### src/rtl/dram_ref_pkg.sv
package dram_ref_pkg;

  typedef enum logic [1:0] {
    SEQ_IDLE,
    SEQ_CAS,
    SEQ_RAS,
    SEQ_PRE
  } seq_state_e;

  typedef enum logic [1:0] {
    PH_PAUSE,
    PH_BURST,
    PH_RUN
  } phase_e;

  function automatic int cnt_width(input int limit);
    return (limit > 1) ? $clog2(limit) : 1;
  endfunction

endpackage

### src/rtl/dram_ref_div.sv
module dram_ref_div #(
  parameter int LIMIT = 16
) (
  input  logic clk,
  input  logic rst,
  input  logic en,
  output logic tick
);
  import dram_ref_pkg::*;

  localparam int CW = cnt_width(LIMIT);
  localparam logic [CW-1:0] LAST = CW'(LIMIT - 1);

  logic [CW-1:0] cnt;

  always_ff @(posedge clk) begin
    if (rst || !en) begin
      cnt <= '0;
    end else if (cnt == LAST) begin
      cnt <= '0;
    end else begin
      cnt <= cnt + 1'b1;
    end
  end

  assign tick = en && (cnt == LAST);

endmodule

### src/rtl/dram_ref_cbr_seq.sv
module dram_ref_cbr_seq #(
  parameter int CSR_CYC = 2,
  parameter int RAS_CYC = 7,
  parameter int RP_CYC  = 4
) (
  input  logic clk,
  input  logic rst,
  input  logic start,
  output logic ras_n,
  output logic cas_n,
  output logic busy,
  output logic done
);
  import dram_ref_pkg::*;

  localparam int MAX_AB = (CSR_CYC > RAS_CYC) ? CSR_CYC : RAS_CYC;
  localparam int MAXC   = (MAX_AB > RP_CYC) ? MAX_AB : RP_CYC;
  localparam int CW     = cnt_width(MAXC);
  localparam logic [CW-1:0] CSR_LD = CW'(CSR_CYC - 1);
  localparam logic [CW-1:0] RAS_LD = CW'(RAS_CYC - 1);
  localparam logic [CW-1:0] RP_LD  = CW'(RP_CYC - 1);

  seq_state_e    state;
  logic [CW-1:0] cnt;

  always_ff @(posedge clk) begin
    if (rst) begin
      state <= SEQ_IDLE;
      cnt   <= '0;
      ras_n <= 1'b1;
      cas_n <= 1'b1;
      busy  <= 1'b0;
      done  <= 1'b0;
    end else begin
      done <= 1'b0;
      case (state)
        SEQ_IDLE: begin
          if (start) begin
            state <= SEQ_CAS;
            cas_n <= 1'b0;
            busy  <= 1'b1;
            cnt   <= CSR_LD;
          end
        end
        SEQ_CAS: begin
          if (cnt == '0) begin
            state <= SEQ_RAS;
            ras_n <= 1'b0;
            cnt   <= RAS_LD;
          end else begin
            cnt <= cnt - 1'b1;
          end
        end
        SEQ_RAS: begin
          if (cnt == '0) begin
            state <= SEQ_PRE;
            ras_n <= 1'b1;
            cas_n <= 1'b1;
            cnt   <= RP_LD;
          end else begin
            cnt <= cnt - 1'b1;
          end
        end
        SEQ_PRE: begin
          if (cnt == '0) begin
            state <= SEQ_IDLE;
            busy  <= 1'b0;
            done  <= 1'b1;
          end else begin
            cnt <= cnt - 1'b1;
          end
        end
        default: state <= SEQ_IDLE;
      endcase
    end
  end

endmodule

### src/rtl/dram_ref_backlog.sv
module dram_ref_backlog #(
  parameter int MAX_OWED = 8,
  parameter int W        = 4
) (
  input  logic         clk,
  input  logic         rst,
  input  logic         inc,
  input  logic         dec,
  output logic [W-1:0] owed
);
  localparam logic [W-1:0] CAP = W'(MAX_OWED);

  always_ff @(posedge clk) begin
    if (rst) begin
      owed <= '0;
    end else begin
      case ({inc, dec})
        2'b10:   if (owed != CAP) owed <= owed + 1'b1;
        2'b01:   if (owed != '0)  owed <= owed - 1'b1;
        default: owed <= owed;
      endcase
    end
  end

endmodule

### src/rtl/dram_ref_sched.sv
module dram_ref_sched #(
  parameter int PAUSE_CYC      = 25000,
  parameter int INIT_REFRESHES = 8,
  parameter int INTERVAL_CYC   = 1950,
  parameter int CSR_CYC        = 2,
  parameter int RAS_CYC        = 7,
  parameter int RP_CYC         = 4,
  parameter int BACKLOG_MAX    = 8,
  parameter int ADDR_W         = 12,
  localparam int OWED_W        = $clog2(BACKLOG_MAX + 1)
) (
  input  logic              clk,
  input  logic              rst,
  input  logic              ref_gnt,
  output logic              ref_req,
  output logic              bus_own,
  output logic              acc_allow,
  output logic              init_done,
  output logic              ras_n,
  output logic              cas_n,
  output logic              we_n,
  output logic [ADDR_W-1:0] addr,
  output logic [OWED_W-1:0] owed_cnt
);
  import dram_ref_pkg::*;

  localparam int IW = $clog2(INIT_REFRESHES + 1);
  localparam logic [IW-1:0] INIT_LAST = IW'(INIT_REFRESHES - 1);

  phase_e        phase;
  logic [IW-1:0] init_cnt;
  logic          pause_tick;
  logic          period_tick;
  logic          seq_busy;
  logic          seq_done;
  logic          seq_free;
  logic          start;
  logic          in_run;

  assign in_run   = (phase == PH_RUN);
  assign seq_free = !seq_busy && !seq_done;
  assign start    = seq_free &&
                    ((phase == PH_BURST) || (in_run && (owed_cnt != '0) && ref_gnt));

  dram_ref_div #(.LIMIT(PAUSE_CYC)) u_pause (
    .clk  (clk),
    .rst  (rst),
    .en   (phase == PH_PAUSE),
    .tick (pause_tick)
  );

  dram_ref_div #(.LIMIT(INTERVAL_CYC)) u_period (
    .clk  (clk),
    .rst  (rst),
    .en   (in_run),
    .tick (period_tick)
  );

  dram_ref_backlog #(.MAX_OWED(BACKLOG_MAX), .W(OWED_W)) u_owed (
    .clk  (clk),
    .rst  (rst),
    .inc  (period_tick),
    .dec  (seq_done && in_run),
    .owed (owed_cnt)
  );

  dram_ref_cbr_seq #(.CSR_CYC(CSR_CYC), .RAS_CYC(RAS_CYC), .RP_CYC(RP_CYC)) u_seq (
    .clk   (clk),
    .rst   (rst),
    .start (start),
    .ras_n (ras_n),
    .cas_n (cas_n),
    .busy  (seq_busy),
    .done  (seq_done)
  );

  always_ff @(posedge clk) begin
    if (rst) begin
      phase     <= PH_PAUSE;
      init_cnt  <= '0;
      init_done <= 1'b0;
    end else begin
      case (phase)
        PH_PAUSE: if (pause_tick) phase <= PH_BURST;
        PH_BURST: begin
          if (seq_done) begin
            if (init_cnt == INIT_LAST) begin
              phase     <= PH_RUN;
              init_done <= 1'b1;
            end else begin
              init_cnt <= init_cnt + 1'b1;
            end
          end
        end
        default: phase <= PH_RUN;
      endcase
    end
  end

  assign ref_req   = in_run && (owed_cnt != '0) && seq_free;
  assign bus_own   = seq_busy;
  assign acc_allow = init_done && !seq_busy;
  assign we_n      = 1'b1;
  assign addr      = '0;

endmodule

### config.mk
export PLATFORM = sky130hd
export DESIGN_NAME = dram_ref_sched
export DESIGN_NICKNAME = d
export VERILOG_FILES = /design/src/rtl/dram_ref_pkg.sv /design/src/rtl/dram_ref_div.sv /design/src/rtl/dram_ref_cbr_seq.sv /design/src/rtl/dram_ref_backlog.sv /design/src/rtl/dram_ref_sched.sv
export SDC_FILE = /design/constraint.sdc
export NUM_CORES = 1
export LEC_CHECK = 0
export BUFFER_PORTS_ARGS = -buffer_cell sky130_fd_sc_hd__buf_2
export CAP_MARGIN = 30
export CORE_UTILIZATION = 53
export DETAILED_ROUTE_END_ITERATION = 8
export GPL_ROUTABILITY_DRIVEN = 0
export PLACE_DENSITY_LB_ADDON = 0.25
export SLEW_MARGIN = 20
export SYNTH_ARGS = -nofsm -noshare
export SYNTH_HDL_FRONTEND = slang
export SYNTH_HIERARCHICAL = 1
export SYNTH_SLANG_ARGS = --single-unit
### constraint.sdc
create_clock -name clk -period 2.18 [get_ports clk]
set_input_delay 0.109 -clock clk [delete_from_list [all_inputs] [get_ports clk]]
set_output_delay 0.109 -clock clk [all_outputs]
set_load 0.02 [all_outputs]
==> metrics.txt <==
drt first-iter violations 126; root cell of the clock tree clkbuf_8; number of placement rows 24; placement-stage worst setup slack 0.130 ns; final period utilization 94.0%; average cell area after synthesis 8.82 um2; number of clock sinks 46; number of buffers between clock root and the deepest sink 2; Post-Route Utilization 61.1%; area grow syn2layout 8.49%; area leader, netlist dfxtp_1; power density normalized to cell area 562 nW/um2; top-level port count 26; effective utilization at floorplan 56.4%; post-route worst setup slack 0.130 ns; Netlist cell types 58; RSZ-0062 raised after global routing no; Total Die Area 5000 um2; standard cell core area 4440 um2; area of combinational cells with multiple inputs 1440 um2; TritonCTS clock tree built; nature of the critical path endpoint register; number of antenna repair diodes 0; worst setup slack for register-to-register paths 0.13 ns; total detailed-routing wirelength 4320 um; antenna violation net count after detailed routing 0; total power consumption of the routed design 1.53 mW; H-tree level count 2; first-pass iteration count of the detailed router 4; Max IR drop VDD 0.480 mV; portion of the post-synthesis area used by sequential elements 36.8%; overall die height 70.7 um; fill cell instance count of the final layout 408; leading register cell type out of synthesis dfxtp_1; register bit count reported by yosys 46; number of enable-type register cells in the synthesized netlist 0; instance count after placement with tap cells included 353; drc violations 0; category of the worst setup path launch point register; count of non-filler cells in the finished layout 359; wire length of the first global-routing pass 7430 um; total global-route track usage 18.9%; Hold Path Cell Cnt 2; Fmax 0.488 GHz; commonest cells after routing, fill and taps aside 46 x dfxtp_1, 31 x nor2_1, 19 x nand2_1; number of buffers inserted during clock tree synthesis 5; type of the worst min-delay path input port to register; top-area cell type share of the netlist area 36.8%; initial antenna violation count 0; Lkg Pwr 1.11 nW; routed via count 1,977; CP max FO 5; # hold bufs at CTS 0; Setup Fix Bufs, Post-CTS 0; asr flop ratio synth 0%; cell count after synthesis 284; count of endpoints failing setup in the final report 0; arrival time at the worst endpoint 2.30 ns; cell area after synthesis 2500 um2; vias in the first global route 1,705; total overflow reported by the global router 0; Fin. Hold Viols 0; most common library cell in the layout ignoring fill and taps dfxtp_1; worst reg-to-reg path cell count 10; clock transition at the register clock pins on the worst setup and hold paths after CTS 0.08 ns; chip width 70.7 um; startpoint of the lowest-slack register-to-register path u_period/cnt[1]; count of buffers from port buffering 12; pin count of the biggest net entering global routing 26; skew final 0.00597 ns; final HPWL from detailed placement 3090 um; Critical Setup Path Class register to register; number of warnings reported in the yosys synthesis log 6; number of max-cap violations 0; insertion delay of the later-clocked pin in the worst-skew pair 0.30 ns; # nets final 323; terminus of the critical flop-to-flop path u_owed/owed[2]; via-per-instance ratio 5.51; sequential cell area in the final layout 921 um2; result of the run complete, no violations; WL per Instance 12.0 um; hold_sp rst; top area cells in the synthesized netlist dfxtp_1 37%, ha_1 6.0%, nor2_1 4.6%, buf_4 4.2%, xor2_1 3.8%; Hold Crit Endpoint u_seq/cnt[1]; data required time of the worst path 2.43 ns; post-layout minimum cycle time 2.05 ns; Resized Gates After CTS 0; final-report max-slew violation count 0; proportion of layout cells with a drive suffix above 1 15.3%; Sum Neg Setup Slack 0 ns
-- stage by stage --
step / hold WS [ns] / area (um2)
2_1_floorplan: 0.178 / 2550
3_3_place_gp: 0.432 / 2610
3_5_place_dp: 0.440 / 2610
4_1_cts: 0.243 / 2700
5_1_grt: 0.265 / 2720
6_report: 0.239 / 2720
-- synth_stat cells, drive strengths merged (4+ instances only) --
cell type,n
dfxtp,46
nor2,32
buf,19
nand2,19
a21oi,16
ha,12
nand3,12
inv,11
xor2,11
nor3,9
o21ai,9
xnor2,8
or3,7
nand2b,6
nand4,6
a31oi,5
or4,5
mux2i,4
-- flip-flops by register name, indices dropped and copies added (netlist names) --
name,flops
init_cnt,4
u_owed/owed,4
u_seq/ras_n,1
u_seq/state,2
u_seq/cnt,3
u_seq/busy,1
u_seq/done,1
init_done,1
u_pause/cnt,15
u_seq/cas_n,1
phase,2
u_period/cnt,11
-- metal layers --
layer / vias to the layer above / part of all wire (%) / GRT usage (%)
met5: - / 0 / 0
met4: 0 / 1.7 / 8.44
met3: 7 / 2.9 / 5.13
met2: 24 / 46 / 29.9
met1: 917 / 50 / 24.3
li1: 1029 / - / -
-- area by class of cell --
class	instances	area share (%)
flip-flops and latches	46	33.9
well taps	52	2.39
multi-input cells	218	53.1
clock buffers	6	3.04
inverters	11	1.52
repair buffers	26	6.08
-- power breakdown --
part           internal [mW]  switching [mW]
Clock                  0.244           0.262
Sequential             0.858          0.0129
Combinational         0.0500          0.0988
-- worst max-delay path by stage --
| stage | from | end | cells past startpoint |
|---|---|---|---|
| after global placement | phase[0] | u_owed/owed[2] | 9 |
| after floorplan | phase[0] | u_owed/owed[2] | 10 |
| final | u_period/cnt[1] | u_owed/owed[2] | 10 |
| after CTS | phase[0] | u_owed/owed[2] | 9 |
| after global routing | u_period/cnt[1] | u_owed/owed[2] | 10 |
| after detailed placement | phase[0] | u_owed/owed[2] | 9 |
-- logic make-up (layout without fill, tap and decap cells) --
logic type / count (synthesis) / in the layout / synth area share [%]
AOI/OAI and AO/OA: 48 / 48 / 12.6
xor gates and xnor gates: 19 / 19 / 6.64
adders and majority gates: 12 / 12 / 5.99
DFF: 46 / 46 / 36.8
muxes: 4 / 4 / 1.60
other: 2 / 13 / 0.300
and+or+nand+nor: 122 / 122 / 27.9
buffers and inverters: 31 / 43 / 8.14
-- worst max-delay path, cell delays in order, from the launching register on --
cell,delay (ns)
dfxtp_1,0.41
inv_1,0.06
ha_1,0.17
nand4bb_1,0.17
nor4_4,0.06
or2b_1,0.24
xnor2_1,0.13
ha_1,0.20
and3b_1,0.18
nor4b_1,0.28
a21o_1,0.11
Note: power is estimated with default switching activity, not from simulation.
